`src/rtl/p80_pkg.sv`:
```
// Shared definitions for the parallel display bus master.
// Op code bit 1 marks a read, bit 0 marks a data (not command/status) access.
package p80_pkg;
    localparam logic [1:0] OP_IDX_WR  = 2'd0;
    localparam logic [1:0] OP_DAT_WR  = 2'd1;
    localparam logic [1:0] OP_STAT_RD = 2'd2;
    localparam logic [1:0] OP_DAT_RD  = 2'd3;

    typedef enum logic [2:0] {
        ST_IDLE  = 3'd0,
        ST_SETUP = 3'd1,
        ST_LOW   = 3'd2,
        ST_HIGH  = 3'd3,
        ST_TAIL  = 3'd4,
        ST_GAP   = 3'd5
    } p80_state_e;
endpackage

```
`src/rtl/p80_halfper.sv`:
```
// Half-period timer: latches max(div/2,1) on load and pulses tick at the
// end of every half-period. Assumes load coincides with a phase start.
module p80_halfper #(
    parameter int DIV_W = 8
) (
    input  logic             clk,
    input  logic             rst_n,
    input  logic             load,
    input  logic [DIV_W-1:0] div,
    output logic             tick
);
    localparam int CW = DIV_W + 1;

    logic [DIV_W-1:0] half_q;
    logic [DIV_W-1:0] cnt_q;
    logic [DIV_W-1:0] half_raw;

    assign half_raw = div >> 1;
    assign tick     = ({1'b0, cnt_q} + CW'(1)) >= {1'b0, half_q};

    // Latch the half-period length at request acceptance.
    always_ff @(posedge clk) begin
        if (!rst_n)
            half_q <= DIV_W'(1);
        else if (load)
            half_q <= (half_raw == '0) ? DIV_W'(1) : half_raw;
    end

    // Count cycles inside the current phase.
    always_ff @(posedge clk) begin
        if (!rst_n || load || tick)
            cnt_q <= '0;
        else
            cnt_q <= cnt_q + DIV_W'(1);
    end
endmodule

```
`src/rtl/p80_rdcap.sv`:
```
// Read capture and assembly: stores read beats on the strobe release edge
// and forms the 16-bit result by bus width (byte join or byte swap).
module p80_rdcap #(
    parameter int DATA_W = 16
) (
    input  logic              clk,
    input  logic              rst_n,
    input  logic              cap,
    input  logic [DATA_W-1:0] bus_in,
    input  logic              is_data,
    input  logic              wide,
    output logic [15:0]       result
);
    logic [DATA_W-1:0] last_q;

    // Keep the most recently sampled beat.
    always_ff @(posedge clk) begin
        if (!rst_n)
            last_q <= '0;
        else if (cap)
            last_q <= bus_in;
    end

    generate
        if (DATA_W == 8) begin : g_b8
            logic [7:0] prev_q;
            // Keep the beat before the last one (the dummy on data reads).
            always_ff @(posedge clk) begin
                if (!rst_n)
                    prev_q <= '0;
                else if (cap)
                    prev_q <= last_q;
            end
            assign result = (is_data && wide) ? {prev_q, last_q} : {8'h00, last_q};
        end else begin : g_b16
            assign result = (is_data && wide) ? {last_q[7:0], last_q[15:8]}
                                              : {8'h00, last_q[15:8]};
        end
    endgenerate
endmodule

```
`src/rtl/p80_master.sv`:
```
// Parallel (8080-style) display bus master. One operation per request;
// phases SETUP, beats of LOW/HIGH, TAIL and GAP each last one half-period.
// Assumes the bus is 8 or 16 bits wide and the peer answers within a half-period.
module p80_master
    import p80_pkg::*;
#(
    parameter int DATA_W = 16,
    parameter int DIV_W  = 8
) (
    input  logic              clk,
    input  logic              rst_n,
    input  logic [DIV_W-1:0]  div_i,
    input  logic              req_i,
    input  logic [1:0]        op_i,
    input  logic              wide_i,
    input  logic [15:0]       wdata_i,
    output logic              busy_o,
    output logic              done_o,
    output logic [15:0]       rdata_o,
    output logic              cs_n_o,
    output logic              rd_n_o,
    output logic              wr_n_o,
    output logic              rs_o,
    output logic              bus_oe_o,
    output logic [DATA_W-1:0] bus_out_o,
    input  logic [DATA_W-1:0] bus_in_i
);
    p80_state_e        st_q;
    logic [1:0]        op_q;
    logic              wide_q;
    logic [15:0]       wdata_q;
    logic              beat_q;
    logic              done_q;
    logic [15:0]       rdata_q;
    logic              accept, tick, is_rd, is_data, two_beats, last_beat, cap;
    logic [DATA_W-1:0] wbeat;
    logic [15:0]       asm_res;

    assign accept    = req_i && (st_q == ST_IDLE);
    assign is_rd     = op_q[1];
    assign is_data   = op_q[0];
    assign last_beat = two_beats ? beat_q : 1'b1;
    assign cap       = tick && (st_q == ST_LOW) && is_rd;

    generate
        if (DATA_W == 8) begin : g_w8
            assign two_beats = is_data && (is_rd || wide_q);
            assign wbeat = (wide_q && is_data && !beat_q) ? wdata_q[15:8] : wdata_q[7:0];
        end else begin : g_w16
            assign two_beats = is_data && is_rd;
            assign wbeat = wdata_q;
        end
    endgenerate

    p80_halfper #(.DIV_W(DIV_W)) i_halfper (
        .clk  (clk),
        .rst_n(rst_n),
        .load (accept),
        .div  (div_i),
        .tick (tick)
    );

    p80_rdcap #(.DATA_W(DATA_W)) i_rdcap (
        .clk    (clk),
        .rst_n  (rst_n),
        .cap    (cap),
        .bus_in (bus_in_i),
        .is_data(is_data),
        .wide   (wide_q),
        .result (asm_res)
    );

    // Capture the request fields at acceptance.
    always_ff @(posedge clk) begin
        if (!rst_n) begin
            op_q    <= OP_IDX_WR;
            wide_q  <= 1'b0;
            wdata_q <= '0;
        end else if (accept) begin
            op_q    <= op_i;
            wide_q  <= wide_i;
            wdata_q <= wdata_i;
        end
    end

    // Phase sequencer, beat index, done pulse and result register.
    always_ff @(posedge clk) begin
        if (!rst_n) begin
            st_q    <= ST_IDLE;
            beat_q  <= 1'b0;
            done_q  <= 1'b0;
            rdata_q <= '0;
        end else begin
            done_q <= 1'b0;
            if (accept) begin
                st_q   <= ST_SETUP;
                beat_q <= 1'b0;
            end else if (tick) begin
                unique case (st_q)
                    ST_SETUP: st_q <= ST_LOW;
                    ST_LOW:   st_q <= ST_HIGH;
                    ST_HIGH: begin
                        if (last_beat) begin
                            st_q <= ST_TAIL;
                        end else begin
                            st_q   <= ST_LOW;
                            beat_q <= 1'b1;
                        end
                    end
                    ST_TAIL: begin
                        st_q    <= ST_GAP;
                        done_q  <= 1'b1;
                        rdata_q <= is_rd ? asm_res : 16'h0000;
                    end
                    ST_GAP:  st_q <= ST_IDLE;
                    default: st_q <= ST_IDLE;
                endcase
            end
        end
    end

    // Bus pins decoded from the current phase.
    always_comb begin
        busy_o    = (st_q != ST_IDLE);
        cs_n_o    = (st_q == ST_IDLE) || (st_q == ST_GAP);
        rd_n_o    = !((st_q == ST_LOW) && is_rd);
        wr_n_o    = !((st_q == ST_LOW) && !is_rd);
        rs_o      = ((st_q == ST_SETUP) || (st_q == ST_LOW) || (st_q == ST_HIGH)) ? is_data : 1'b1;
        bus_oe_o  = !is_rd && !cs_n_o;
        bus_out_o = bus_oe_o ? wbeat : '0;
    end

    assign done_o  = done_q;
    assign rdata_o = rdata_q;
endmodule

```
`config.mk`:
```
export PLATFORM = sky130hd
export DESIGN_NAME = p80_master
export DESIGN_NICKNAME = d
export VERILOG_FILES = /design/src/rtl/p80_pkg.sv /design/src/rtl/p80_halfper.sv /design/src/rtl/p80_rdcap.sv /design/src/rtl/p80_master.sv
export SDC_FILE = /design/constraint.sdc
export NUM_CORES = 1
export LEC_CHECK = 0
export BUFFER_PORTS_ARGS = -buffer_cell sky130_fd_sc_hd__buf_2
export CORE_MARGIN = 4
export CORE_UTILIZATION = 35
export DETAILED_ROUTE_END_ITERATION = 6
export SYNTH_ARGS = -nofsm -noshare
export SYNTH_HDL_FRONTEND = slang
export SYNTH_SLANG_ARGS = --single-unit
```
`constraint.sdc`:
```
create_clock -name clk -period 3.55 [get_ports clk]
set_input_delay 0.5325 -clock clk [delete_from_list [all_inputs] [get_ports clk]]
set_output_delay 0.5325 -clock clk [all_outputs]
set_load 0.02 [all_outputs]
```
[Word-level counts from Yosys, hierarchy flattened]
Index checks and enable logic that the tools add are counted.
Cells by class
  $add $sub $neg: 2
  multiply operators: 0
  div/mod/pow operators: 0
  magnitude comparators: 1
  equal/unequal tests: 5
  shifts and indexed selects: 0
  multiplexer cells: 11
  bitwise operators: 4
  reduce and logical (&&, ||, !) cells: 26
Operators by type and width (count)
  16-bit two-way mux: 3
  3-bit case mux with 4 select lines: 1
  8-bit by 1-bit adder with 9-bit output, second input constant: 1
  9-bit by 8-bit greater-or-equal comparator with 1-bit output: 1
  8-bit by 1-bit adder with 8-bit output, second input constant: 1
  1-bit logical AND: 8
  8-bit zero test: 1
  7-bit two-way mux: 1
  3-bit by 2-bit == test with 1-bit output, second input constant: 2
  3-bit == test, second input constant: 2
  3-bit AND reduction: 2
  1-bit zero test: 5
  1-bit logical OR: 5
  1-bit two-way mux: 5
  1-bit NOT: 4
  3-bit by 1-bit == test with 1-bit output, second input constant: 1
  3-bit zero test: 1
  3-bit two-way mux: 1
  3-bit nonzero test: 1
  3-bit OR reduction: 1
  2-bit nonzero test: 1
  2-bit OR reduction: 1
Word-level totals
  register bits after elaboration: 72
  bits in latches: 0
  RAM bits: 0
  bits in read-only memories: 0
  input bits: 46
  output and inout port bits: 39
  word-level logic and storage cells: 60
  memories: 0

[Logic depth before layout (Yosys ltp)]
  depth after elaboration: 6
  gate-level depth with buffers: 11
  mapped depth without buffers: 9

[Hierarchy]
From an unflattened synthesis, not the netlist that was laid out.
Unflattened totals
  cells, all modules: 361
  area total of the unflattened synthesis: 3264.4 um^2
By module, submodules not included
  p80_master: instances 1, cells each 210, area each 1747.9 um^2, sequential area each 800.8 um^2
  p80_halfper: instances 1, cells each 84, area each 790.8 um^2, sequential area each 300.3 um^2
  p80_rdcap: instances 1, cells each 67, area each 725.7 um^2, sequential area each 320.3 um^2

[Worst setup path after synthesis]
Ideal clock, no wire load.
  path kind: register -> register
  start point: register i_halfper.cnt_q[0]
  end point: register i_rdcap.last_q[10]
  library setup time: 72 ps
  arrival: 2310 ps
  data required time: 3478 ps
  setup slack: 1168 ps
  cell stages (with the launch flop): 12
  buffers on the path: 2
  clock period less this slack: 2382 ps
  cell sequence: dfxtp_1 ha_1 nand3_1 xnor2_1 ha_1 a211oi_1 o21a_1 or2_1 buf_6 a21oi_4 buf_12 mux2i_1
Between the ends
  word-level cells in the longest chain between the ends: 4
Ends and longest elaborated chain
  from (decl): line p80_halfper.sv:15  | logic [DIV_W-1:0] cnt_q;
  from (signal assigned): line p80_halfper.sv:34  | cnt_q <= cnt_q + DIV_W'(1);
  8-bit by 1-bit adder with 9-bit output: line p80_halfper.sv:19  | assign tick = ({1'b0, cnt_q} + CW'(1)) >= {1'b0, half_q};
  9-bit by 8-bit greater-or-equal comparator with 1-bit output: line p80_halfper.sv:19
  1-bit logical AND (2 in series): line p80_master.sv:43  | assign cap = tick && (st_q == ST_LOW) && is_rd;
  to (signal assigned): line p80_rdcap.sv:21  | last_q <= bus_in;
  to (decl): line p80_rdcap.sv:14  | logic [DATA_W-1:0] last_q;
Every way passes these cells.
A chain may end at the register's enable or synchronous reset.

[Worst setup path in the final report]
  start point: register i_halfper.cnt_q[0]
  end point: register i_rdcap.last_q[8]
Same word-level chain as after synthesis.

==> metrics.yaml <==
critical_path_class: "reg2reg"
crit_path_max_fanout: 16
ir_worst_vdd_mv: 0.217
fin_hold_ws_ns: 0.422
hold_path.startpoint: "div_i[1]"
crit_path_end_kind: "register"
vias: 2668
ctsRootBufferMaster: "clkbuf_8"
worstPathArrival_ns: 3.07
fin_crit_ns: 2.79
syn2layout_area_growth_pct: 21.2
dp_slack_ns: 0.712
reg2reg_to: "i_rdcap.last_q[8]"
grt_first_pass_wirelength_um: 11700
period_share_pct: 78.6
clk_pin_slew_ns: 0.08
io_buffers: 83
placementRows: 34
fin_ws_ns: 0.761
overflow: 0
clockBufferDepth: 2
firstDrtPassIters: 4
grtUsageTotal_pct: 13.8
cts_buffers: 9
die_w_um: 103
grt_max_degree: 49
rsz0062_at_grt: "no"
seq_area_frac_synth_pct: 45.1
ff2ff_setup_slack_ns: 0.76
regToRegStartpoint: "i_halfper.cnt_q[0]"
antenna_found_initial: 0
syn-num-nets: 429
netlist_area_sq_um: 3150
hold_viol_final: 0
cts_max_level: 3
cts_setup_buffers: 0
status: "complete, no violations"
place_congestion: 0.862
layout.cells.most_common: "nand2_1"
initial_utilization_pct: 36.1
hp-class: "in2reg"
finalSetupTns_ns: 0
drv_cap: 0
cts_tree: "yes"
antennaDiodeCount: 0
post_cts.resized_instances: 0
ant_nets: 0
drive_gt1_share_pct: 23.5
core_sq_um: 8720
hold_depth: 3
r2r_cells: 9
drcViolationCount: 0
hold_buffers: 0
io_pins: 85
num-nets-final: 505
report.final.slew_viol_count: 0
synth_warnings: 0
slew_headroom_pct: 40.9
totalWireLength_um: 7040
setup_viol: 0
fp.dieArea_sq_um: 10600
place_hpwl_um: 5030
avgSynthCellArea_sq_um: 8.40
startpoint_type: "register"
fmax_mhz: 359
powerDensity_nw_per_um2: 493
drt_iter0_markers: 110
grt_pass1_vias: 2613
die-height_um: 103
wire_per_inst_um: 12.5
worst_pin_slew_ns: 0.883
synth_cell_types: 40
synthCells: 375
cts_sinks: 71
worstPathRequired_ns: 3.83
fin_skew_ns: 0.0142
clk_latency_ns: 0.34
hold_end: "i_halfper.half_q[0]"
layout.cells.most_common_list: "nand2_1 (124), buf_2 (83), dfxtp_1 (71), mux2i_1 (32), a21oi_1 (28)"
p_leak_uw: 0.00163
synth_seq_cells: 71
vias_per_cell: 4.74
## report_power, final
part | internal [uW] | total, uW | switching, uW | leakage, uW
clock | 393 | 700 | 307 | 0.0000986
sequential | 835 | 863 | 28.2 | 0.000577
combinational | 110 | 319 | 209 | 0.000958
## critical path, stage by stage, from the launching register on
cell      delay (ns)
dfxtp_1         0.40
ha_1            0.27
nand3_1         0.11
xnor2_1         0.16
ha_1            0.35
a211oi_1        0.10
o21a_1          0.12
or2_1           0.36
a21oi_4         0.60
mux2i_1         0.25
## through the flow
step	instances	area (sq um)	util, %	total power (uW)
5_1_grt	563	3820	43.8	1970
3_5_place_dp	548	3610	41.4	1200
3_3_place_gp	548	3610	41.4	1200
6_report	563	3820	43.8	1880
2_1_floorplan	375	3150	-	1100
4_1_cts	563	3820	43.8	1900
## flip-flops by register name, indices dropped and copies added (netlist names)
register          cells
wide_q                1
rdata_o              16
i_halfper.cnt_q       8
op_q                  2
done_o                1
i_rdcap.last_q       16
wbeat                16
st_q                  3
i_halfper.half_q      7
beat_q                1
## cell usage after synthesis (all sizes together)
cell type / number / share of area, %
nand2: 124 / 15
dfxtp: 71 / 45
mux2i: 32 / 10
a21oi: 31 / 6.0
and2: 18 / 3.6
clkbuf: 16 / 1.9
nor2: 9 / 1.1
and3: 8 / 1.6
ha: 8 / 3.2
inv: 8 / 0.95
buf: 6 / 2.1
nand3: 6 / 1.1
xor2: 4 / 1.1
nor3: 3 / 0.48
o21ai: 3 / 0.48
xnor2: 3 / 0.83
a211oi: 2 / 0.48
a21o: 2 / 0.48
nand4: 2 / 0.40
o211ai: 2 / 0.48
o21a: 2 / 0.48
or3: 2 / 0.40
a21bo: 1 / 0.32
a221oi: 1 / 0.28
and4: 1 / 0.28
clkinv: 1 / 0.12
conb: 1 / 0.12
nand2b: 1 / 0.20
nor2b: 1 / 0.20
nor4: 1 / 0.20
o221a: 1 / 0.36
o22ai: 1 / 0.20
o31ai: 1 / 0.24
or2: 1 / 0.20
or4: 1 / 0.24
## area by class of cell
cell class / count / area (sq um)
Multi-Input combinational cell: 273 / 1570
Clock buffer: 10 / 128
Sequential cell: 71 / 1420
Tap cell: 108 / 135
Clock inverter: 5 / 83.8
Inverter: 9 / 33.8
Timing Repair Buffer: 87 / 445
Fill cell: 871 / 4900
## how the worst max path moves through the flow
| stage | cells after the start | end | slack, ns | start |
|---|---|---|---|---|
| final | 9 | i_rdcap.last_q[8] | 0.76 | i_halfper.cnt_q[0] |
| after CTS | 9 | i_rdcap.last_q[6] | 0.72 | i_halfper.cnt_q[0] |
| after detailed placement | 9 | i_rdcap.last_q[6] | 0.71 | i_halfper.cnt_q[0] |
| after global routing | 9 | i_rdcap.last_q[6] | 0.53 | i_halfper.cnt_q[0] |
| after global placement | 9 | i_rdcap.last_q[3] | 0.77 | i_halfper.cnt_q[0] |
| after floorplan | 11 | i_rdcap.last_q[10] | 1.17 | i_halfper.cnt_q[0] |
## layer usage
layer | share of wire (%) | up-vias | routed length (um) | global-route usage (%)
met5 | 0 | - | 0 | 0
met4 | 1.2 | 0 | 82 | 4.38
met3 | 8.0 | 7 | 563 | 5.89
met2 | 46 | 57 | 3260 | 21.9
met1 | 45 | 1218 | 3140 | 16.9
li1 | - | 1386 | - | -
## logic make-up after synthesis
group / count (synthesis) / share of synthesized area [%]
compound gates: 47 / 9.77
xor+xnor: 7 / 1.95
fa+ha+maj: 8 / 3.18
buf+inv: 31 / 5.04
flops: 71 / 45.1
mux: 32 / 10.2
other cells: 1 / 0.119
simple gates: 178 / 24.7
(Power assumes the default switching activity.)
